--- config.mk ---
export PLATFORM = sky130hd
export DESIGN_NAME = sha256_sched_final
export DESIGN_NICKNAME = d
export VERILOG_FILES = /design/src/rtl/sha256_sched_pkg.sv /design/src/rtl/ssf_sigma1.sv /design/src/rtl/ssf_datapath.sv /design/src/rtl/ssf_outreg.sv /design/src/rtl/sha256_sched_final.sv
export SDC_FILE = /design/constraint.sdc
export NUM_CORES = 1
export LEC_CHECK = 0
export CORE_UTILIZATION = 45
export CTS_CLUSTER_SIZE = 24
export DETAILED_ROUTE_END_ITERATION = 8
export GPL_TIMING_DRIVEN = 0
export HOLD_SLACK_MARGIN = 0.12
export PLACE_DENSITY = 0.79
export SKIP_CTS_REPAIR_TIMING = 1
export SLEW_MARGIN = 20
export SYNTH_ARGS = -nofsm -noshare
export SYNTH_HDL_FRONTEND = slang
export SYNTH_SLANG_ARGS = --single-unit
--- constraint.sdc ---
create_clock -name clk -period 8.15 [get_ports clk]
set_input_delay 2.0375 -clock clk [delete_from_list [all_inputs] [get_ports clk]]
set_output_delay 2.0375 -clock clk [all_outputs]
set_load 0.02 [all_outputs]
--- src/rtl/sha256_sched_pkg.sv ---
package sha256_sched_pkg;
  localparam int WORD_W = 32;
  localparam int LANES  = 4;
  localparam int ROT_A  = 17;
  localparam int ROT_B  = 19;
  localparam int SHR_C  = 10;

  typedef logic [WORD_W-1:0] word_t;
endpackage

--- src/rtl/ssf_sigma1.sv ---
module ssf_sigma1 #(
  parameter int W  = 32,
  parameter int RA = 17,
  parameter int RB = 19,
  parameter int SC = 10
) (
  input  logic [W-1:0] x,
  output logic [W-1:0] y
);
  logic [W-1:0] rot_a, rot_b, shr_c;

  always_comb begin
    rot_a = (x >> RA) | (x << (W - RA));
    rot_b = (x >> RB) | (x << (W - RB));
    shr_c = x >> SC;
    y     = rot_a ^ rot_b ^ shr_c;
  end
endmodule

--- src/rtl/ssf_datapath.sv ---
module ssf_datapath #(
  parameter int W  = 32,
  parameter int RA = 17,
  parameter int RB = 19,
  parameter int SC = 10,
  localparam int LANES = 4,
  localparam int HALF  = LANES / 2,
  localparam int DW    = LANES * W
) (
  input  logic [DW-1:0] psum,
  input  logic [DW-1:0] hist,
  output logic [DW-1:0] res
);
  logic [W-1:0] lo_word [HALF];
  logic [W-1:0] hi_word [HALF];
  logic [W-1:0] lo_sig  [HALF];
  logic [W-1:0] hi_sig  [HALF];

  // first level: fed from the upper half of the history operand
  for (genvar g = 0; g < HALF; g++) begin : g_lo
    ssf_sigma1 #(.W(W), .RA(RA), .RB(RB), .SC(SC)) u_sig (
      .x (hist[(g + HALF) * W +: W]),
      .y (lo_sig[g])
    );
    assign lo_word[g] = psum[g * W +: W] + lo_sig[g];
  end

  // second level: chained on the first-level results
  for (genvar g = 0; g < HALF; g++) begin : g_hi
    ssf_sigma1 #(.W(W), .RA(RA), .RB(RB), .SC(SC)) u_sig (
      .x (lo_word[g]),
      .y (hi_sig[g])
    );
    assign hi_word[g] = psum[(g + HALF) * W +: W] + hi_sig[g];
  end

  for (genvar g = 0; g < HALF; g++) begin : g_pack
    assign res[g * W +: W]          = lo_word[g];
    assign res[(g + HALF) * W +: W] = hi_word[g];
  end
endmodule

--- src/rtl/ssf_outreg.sv ---
module ssf_outreg #(
  parameter int DW = 128
) (
  input  logic          clk,
  input  logic          rst,
  input  logic          in_valid,
  output logic          in_ready,
  input  logic [DW-1:0] in_data,
  output logic          out_valid,
  input  logic          out_ready,
  output logic [DW-1:0] out_data
);
  logic take;

  assign in_ready = ~out_valid | out_ready;
  assign take     = in_valid & in_ready;

  always_ff @(posedge clk) begin
    if (rst) begin
      out_valid <= 1'b0;
    end else if (take) begin
      out_valid <= 1'b1;
    end else if (out_ready) begin
      out_valid <= 1'b0;
    end
  end

  always_ff @(posedge clk) begin
    if (take) begin
      out_data <= in_data;
    end
  end
endmodule

--- src/rtl/sha256_sched_final.sv ---
module sha256_sched_final
  import sha256_sched_pkg::*;
#(
  parameter int WORD_W_P = WORD_W,
  parameter int ROT_A_P  = ROT_A,
  parameter int ROT_B_P  = ROT_B,
  parameter int SHR_C_P  = SHR_C,
  localparam int DW      = LANES * WORD_W_P
) (
  input  logic          clk,
  input  logic          rst,
  input  logic          in_valid,
  output logic          in_ready,
  input  logic [DW-1:0] src_psum,
  input  logic [DW-1:0] src_hist,
  output logic          out_valid,
  input  logic          out_ready,
  output logic [DW-1:0] out_data
);
  logic [DW-1:0] next_words;

  ssf_datapath #(
    .W  (WORD_W_P),
    .RA (ROT_A_P),
    .RB (ROT_B_P),
    .SC (SHR_C_P)
  ) u_dp (
    .psum (src_psum),
    .hist (src_hist),
    .res  (next_words)
  );

  ssf_outreg #(.DW(DW)) u_reg (
    .clk       (clk),
    .rst       (rst),
    .in_valid  (in_valid),
    .in_ready  (in_ready),
    .in_data   (next_words),
    .out_valid (out_valid),
    .out_ready (out_ready),
    .out_data  (out_data)
  );
endmodule

## After elaboration in Yosys (flattened, before gate mapping)

Cells that the tools add are included.

- Bits in registers: 129
- Bits of input ports: 260

- Add/subtract/negate cells: 4
- Multiplexer cells: 2
- Bitwise gates (word level): 19
- Reduce and logical (&&, ||, !) cells: 1

Operators with widths:

| operator | number |
|---|---|
| $add A32 B32 Y32 | 4 |
| $or A13 B32 Y32 | 4 |
| $or A15 B32 Y32 | 4 |
| $xor A32 B22 Y32 | 4 |
| $xor A32 B32 Y32 | 4 |
| $mux W1 | 2 |
| $reduce_bool A2 Y1 | 1 |
| $and A1 B1 Y1 | 1 |
| $not A1 Y1 | 1 |
| $or A1 B1 Y1 | 1 |

## Logic depth before layout (Yosys ltp)

Gate-level depths: netlist (run 1).

- Depth in word-level cells: 8
- Gate-level depth with buffers: 27
- Depth with buffers taken out: 26

## Cells and area by module

Synthesis (run 1) repeated with hierarchy kept, for this count alone.

- Cells, all modules: 1149
- Area, all modules: 12721.0 um^2

By module, submodules not included:

| module | times used | cells each | area each (um^2) | sequential area each (um^2) |
|---|---|---|---|---|
| ssf_datapath | 1 | 888 | 6379.9 | 0.0 |
| ssf_outreg | 1 | 133 | 3898.7 | 3863.7 |
| ssf_sigma1 | 4 | 32 | 610.6 | 0.0 |

## Worst setup path before layout (run 1)

OpenSTA, ideal clock, no wires.

- Path kind: input -> register
- Start point: input src_hist[83]
- End point: register u_reg.out_data[95] (data pin)
- Setup time: 0.259 ns
- Arrival: 7.120 ns
- Required time: 7.891 ns
- Setup slack: 0.771 ns
- Stages: 26
- Buffers on the path: 0
- Cell sequence: xnor2_1 xnor2_1 ha_1 inv_1 fa_1 nand2b_1 a21o_1 a21oi_1 o211ai_1 o211ai_1 a31oi_1 o21a_1 o21ai_0 xor2_1 xor3_1 ha_1 a21o_1 a21o_1 a21oi_1 o21ai_0 a221o_1 o41ai_1 a31oi_1 a21o_1 a21oi_1 xnor2_1

- Longest elaborated chain between the ends: 8

Ends and longest elaborated chain:

| element | line | RTL |
|---|---|---|
| start, declared | sha256_sched_final.sv:15 | `input logic [DW-1:0] src_hist,` |
| $or A13 B32 Y32 / $or A15 B32 Y32 (equally long branches) | ssf_sigma1.sv:14, ssf_sigma1.sv:13 |  |
| $xor A32 B32 Y32 | ssf_sigma1.sv:16 | `y = rot_a ^ rot_b ^ shr_c;` |
| $xor A32 B22 Y32 * | ssf_sigma1.sv:16 |  |
| $add A32 B32 Y32 * | ssf_datapath.sv:25 | `assign lo_word[g] = psum[g * W +: W] + lo_sig[g];` |
| via next_words[30] | sha256_sched_final.sv:20 | `logic [DW-1:0] next_words;` |
| $or A13 B32 Y32 / $or A15 B32 Y32 (equally long branches) | ssf_sigma1.sv:14, ssf_sigma1.sv:13 |  |
| $xor A32 B32 Y32 | ssf_sigma1.sv:16 |  |
| $xor A32 B22 Y32 * | ssf_sigma1.sv:16 |  |
| $add A32 B32 Y32 * | ssf_datapath.sv:34 | `assign hi_word[g] = psum[(g + HALF) * W +: W] + hi_sig[g];` |
| via next_words[95] | sha256_sched_final.sv:20 |  |
| end signal, assigned | ssf_outreg.sv:30 | `out_data <= in_data;` |
| end, declared | ssf_outreg.sv:11 | `output logic [DW-1:0] out_data` |

The timed path passes the listed nets; every way through them passes the cells marked *.
A chain may end at the register's enable or synchronous reset.

## Worst setup path in the final report (run 1)

- Start point: input src_hist[87]
- End point: register u_reg.out_data[95] (data pin)

Same word-level chain as after synthesis.

==> impl_metrics.tcl, run 1 <==
set metrics [dict create \
    antenna_found_initial 4 \
    min_period_ns 7.98 \
    seq_area_frac_synth_pct 32.3 \
    startpoint_type "primary input" \
    grt-ovfl-total 0 \
    wl_um 37700 \
    peakVddDrop_v 0.000294 \
    die_x_um 165 \
    fin_crit_sh_pct 97.9 \
    portBuffers 325 \
    ys_ff_latch 129 \
    yosysWarnings 0 \
    power.leakage_nw 6.74 \
    htree_levels 4 \
    cts.sinks 129 \
    max_stage_delay_ns 0.57 \
    fin_tns_setup_ns 0 \
    syn_inst 1178 \
    drtIter0Drc 766 \
    avgSynthCellArea_um2 10.1 \
    max_freq_mhz 125 \
    hp-class "register to register" \
    rows 59 \
    first_pass_iters 4 \
    final_util_pct 64.4 \
    critical_path.slowest_cell "or4_1" \
    fin_cells 1887 \
    grt_pass1_wl_um 55400 \
    final_nets 1932 \
    dp_hpwl_um 30600 \
    critPathMostFrequentCell "a21o_1" \
    synth.distinct_cells 73 \
    place.gp.congestion 0.936 \
    worstSetupEndpointType "register" \
    vias 10600 \
    synthFlopType "edfxtp_1" \
    cts_tree "done" \
    dp_cells 1840 \
    finalPower_mw 7.42 \
    crit_chain "clkdlybuf4s50_1, xnor2_2, xnor2_1, ha_1, or4_1, o21ai_4, o21ai_2, a21oi_2, nand4b_1, a211oi_1, or4b_1, o2111ai_2, xnor3_1, ha_1, a21o_1, a21o_1, a21oi_1, o21ai_0, a221o_1, o41ai_2, a31oi_1, a21o_1, a21oi_1, xnor2_1" \
    critPathArrivalTime_ns 8.16 \
    drive_gt1_share_pct 7.30 \
    grtUsageTotal_pct 27.1 \
    max_cap_violations 0 \
    cts_root_buffer "clkbuf_16" \
    status "finished, final reports clean" \
    syn-num-nets 1576 \
    cp.buffers_inverters 1 \
    ant_nets 0 \
    start_util_pct 45.8 \
    crit_family "compound AO/OA/AOI/OAI gates" \
    path_max_fanout 4 \
    setup_viol 0 \
    grt_max_degree 56 \
    skew_ns 0.00801 \
    cts.path.max_buffers 2 \
    dieArea_um2 27200 \
    powerDensity_nw_per_um2 442 \
    clk_latency_ns 0.43 \
    tightest_slew_ns 0.951 \
    routedWlPerCell_um 20.0 \
    slew_headroom_pct 36.2 \
    area_growth_pct 40.6 \
    core-area_um2 26100 \
    slew_viol_final 0 \
    synth_edf_count 128 \
    syn-cell-area_um2 11900 \
    critical_path_required_ns 8.33 \
    fill_cells 2071 \
    synthArstFlopShare_pct 0 \
    drc 0 \
    ios 390 \
    clk_pin_slew_ns 0.07 \
    cts_buffers 17 \
    die_height_um 165 \
    critPathKind "primary input to register" \
    vias_per_cell 5.60 \
    hold_viol 0 \
    grt_pass1_vias 10200 \
]
cell type report:
type                    instances  area, µm²  area share (%)
multi-input cells             998       8220            49.0
flip-flops and latches        129       3860            23.0
repair buffers                338       3400            20.2
clock buffers                  17        425            2.53
well taps                     335        419            2.50
clock inverters                15        253            1.51
inverters                      44        165           0.984
plain buffers                   6       32.5           0.194
diodes                          5       12.5          0.0745
flip-flops by register name (all words and copies together), names as in the netlist:
signal and count:
u_reg.out_data 128, u_reg.out_valid 1
tightest hold or removal path, stage by stage, from the launching register on:
cell and delay [ns]:
dfxtp_1 0.31, nand2b_1 0.10, a21oi_1 0.08
through the flow:
stage	area (µm²)	setup WS, ns	hold slack, ns
5_1_grt	16800	-0.0549	0.572
6_report	16800	0.169	0.541
2_1_floorplan	11900	0.771	0.729
3_5_place_dp	15700	-0.971	0.544
3_3_place_gp	15600	-0.888	0.511
4_1_cts	16300	-0.567	0.552
routing by layer:
metal	wire [µm]	part of all wire (%)	GRT usage, %
met1	15600	41	33.8
met3	2440	6.5	4.77
met4	1100	2.9	9.38
met2	18500	49	46.7
met5	12	0.032	0
synthesized netlist by cell type (3+ instances only):
| cell type | n | share of area [%] |
|---|---|---|
| a31oi_1 | 11 | 0.58 |
| nand4_1 | 17 | 0.89 |
| o21a_1 | 14 | 0.88 |
| nor2b_1 | 13 | 0.68 |
| clkbuf_1 | 5 | 0.16 |
| and4_1 | 3 | 0.22 |
| a21oi_1 | 97 | 4.1 |
| a21boi_0 | 5 | 0.31 |
| o211ai_1 | 8 | 0.50 |
| or2_2 | 3 | 0.16 |
| or4_1 | 3 | 0.19 |
| a21o_1 | 68 | 4.3 |
| nand3b_1 | 5 | 0.31 |
| edfxtp_1 | 128 | 32 |
| inv_1 | 44 | 1.4 |
| xnor2_1 | 246 | 18 |
| a211oi_1 | 8 | 0.50 |
| nand3_1 | 16 | 0.67 |
| xor2_1 | 77 | 5.6 |
| fa_1 | 4 | 0.67 |
| nand2b_1 | 17 | 0.89 |
| o21bai_1 | 5 | 0.31 |
| o41ai_1 | 3 | 0.22 |
| nand2_1 | 38 | 1.2 |
| and3_1 | 6 | 0.31 |
| nor3_1 | 13 | 0.54 |
| nor4_1 | 6 | 0.31 |
| ha_1 | 134 | 14 |
| and2_1 | 6 | 0.31 |
| o31ai_1 | 6 | 0.38 |
| nor2_1 | 64 | 2.0 |
| o21ai_0 | 50 | 2.1 |
kinds of logic (layout without fill, tap and decap cells):
kind of cell    count (synthesis)  after routing  synth area share [%]
other cells                     0              5                     0
fa+ha+maj                     138            138                  14.7
xor+xnor                      328            328                  24.6
simple gates                  223            223                  9.69
buf+inv                        51            420                  1.68
compound gates                308            308                  16.9
mux                             1              1                0.0838
flops                         129            129                  32.3
power by group:
part	switching, mW	total, mW	internal, mW	leakage [nW]
sequential	0.0763	1.33	1.26	1.25
clock	0.320	0.898	0.578	0.325
combinational	2.84	5.19	2.35	5.17
total	3.24	7.42	4.19	6.74
worst paths after layout:
path / startpoint / endpoint / slack, ns / cells past startpoint
max: src_hist[87] / u_reg.out_data[95] / 0.17 / 24
max reg2reg: u_reg.out_valid / u_reg.out_data[113] / 6.42 / 3
min: u_reg.out_valid / u_reg.out_valid / 0.54 / 2
min reg2reg: u_reg.out_valid / u_reg.out_valid / 0.54 / 2
placed cells by master, fill, tap and decap left out, types with 11 or more instances in the layout:
master,n
ha_1,132
xnor2_2,16
clkbuf_16,17
o21ai_0,47
nand2b_1,17
nor3_1,13
nor2b_1,13
inv_1,44
nor2_1,63
edfxtp_1,128
xor2_1,74
clkdlybuf4s50_1,319
nand4_1,17
nand3_1,16
o21a_1,14
buf_4,11
nand2_1,38
a21o_1,68
xnor2_1,230
a21oi_1,93
Power figures use the tool's default switching activity.
==> inputs of run 2 (changes only) <==
- SKIP_LAST_GASP: default -> 1
==> impl_metrics.tcl, run 2 (synthesis gave the netlist of run 1 again) <==
set metrics [dict create \
    status "finished, final reports clean" \
    max_cap_violations 0 \
    peakVddDrop_v 0.000303 \
    vias_per_cell 5.60 \
    tightest_slew_ns 0.949 \
    cts_root_buffer "clkbuf_16" \
    critical_path_required_ns 8.34 \
    area_growth_pct 40.5 \
    fin_cells 1887 \
    critPathArrivalTime_ns 8.16 \
    final_util_pct 64.4 \
    slew_headroom_pct 36.3 \
    skew_ns 0.00876 \
    critPathKind "primary input to register" \
    fin_crit_sh_pct 97.8 \
    cts.path.max_buffers 2 \
    start_util_pct 45.8 \
    crit_chain "clkdlybuf4s50_1, xnor2_2, xnor2_1, ha_1, or4_1, o21ai_4, o21ai_2, a21oi_2, nand4b_1, a211oi_1, or4b_1, o2111ai_2, xnor3_1, ha_1, a21o_1, a21o_1, a21oi_1, o21ai_0, a221o_1, o41ai_2, a31oi_1, a21o_1, a21oi_1, xnor2_1" \
    r2r_slack_ns 6.42 \
    core-area_um2 26100 \
    largest_register_ff_count 128 \
    max_freq_mhz 125 \
    postPlaceCellArea_um2 15700 \
    fin_ws_ns 0.179 \
    dieArea_um2 27200 \
    multi_input_area_um2 8220 \
    fill_cells 2067 \
    final_cell_mix "clkdlybuf4s50_1, xnor2_1, ha_1" \
    final_nets 1932 \
    die_height_um 165 \
    fin_tns_setup_ns 0 \
    slew_viol_final 0 \
    max_stage_delay_ns 0.57 \
    startpoint_type "primary input" \
    hold_viol 0 \
    die_x_um 165 \
    critical_path.slowest_cell "or4_1" \
    wl_um 37700 \
    cts_tree "done" \
    min_period_ns 7.97 \
    routedWlPerCell_um 20.0 \
    path_max_fanout 4 \
    power.leakage_nw 6.74 \
    largestRegisters "u_reg.out_data x128, u_reg.out_valid x1" \
    rsz0062_at_grt "yes" \
    drtIter0Drc 765 \
    seq_area_um2 3860 \
    grt_pass1_wl_um 55400 \
    grt_max_degree 56 \
    place.gp.congestion 0.936 \
    fin_area_um2 16800 \
    worstSetupEndpointType "register" \
    layout_commonest_cell "clkdlybuf4s50_1" \
    dp_cells 1840 \
    clk_latency_ns 0.43 \
    hp-class "register to register" \
    critPathMostFrequentCell "a21o_1" \
    whs_ns 0.541 \
    antenna_found_initial 4 \
    powerDensity_nw_per_um2 442 \
    dp_hpwl_um 30600 \
    ios 390 \
    grt-ovfl-total 0 \
    vias 10600 \
    drive_gt1_share_pct 7.24 \
    clk_pin_slew_ns 0.07 \
    cts.sinks 129 \
    cp.buffers_inverters 1 \
    crit_family "compound AO/OA/AOI/OAI gates" \
    first_pass_iters 4 \
    portBuffers 325 \
    grtUsageTotal_pct 27.1 \
    drc 0 \
    regMostFlops "u_reg.out_data" \
    ant_nets 0 \
    cts_buffers 17 \
    finalPower_mw 7.42 \
    dp_slack_ns -0.971 \
    htree_levels 4 \
    setup_viol 0 \
    grt_pass1_vias 10200 \
    rows 59 \
]
[run 2: path summary, 6_finish.rpt]
| kind | start | endpoint | depth (start not counted) |
|---|---|---|---|
| max | src_hist[87] | u_reg.out_data[95] | 24 |
| min | u_reg.out_valid | u_reg.out_valid | 2 |
| max reg2reg | u_reg.out_valid | u_reg.out_data[113] | 3 |
| min reg2reg | u_reg.out_valid | u_reg.out_valid | 2 |
[run 2: final cells by class]
cell class,count,share of cell area [%]
clock buffers,17,2.53
inverters,44,0.984
well taps,335,2.50
diodes,5,0.0745
flip-flops and latches,129,23.0
plain buffers,6,0.186
clock inverters,15,1.51
multi-input cells,998,49.0
repair buffers,338,20.2
[run 2: report_power, final]
group          internal, mW  leakage (nW)  switching [mW]
logic                  2.35          5.17            2.84
registers              1.26          1.25          0.0757
clock network         0.578         0.325           0.321
total                  4.19          6.74            3.24
[run 2: worst register-to-register path: stages (launching register included)]
cell and delay (ns):
dfxtp_1 0.31, nand2b_1 0.10, and2_4 0.57, buf_16 0.33
[run 2: metal layers]
metal,up-vias,routed length (µm),share of wire (%),GRT usage (%)
met5,-,12,0.032,0
met4,2,1110,2.9,9.38
met3,67,2490,6.6,4.77
met2,444,18500,49,46.7
met1,5053,15600,41,33.8
li1,5006,-,-,-
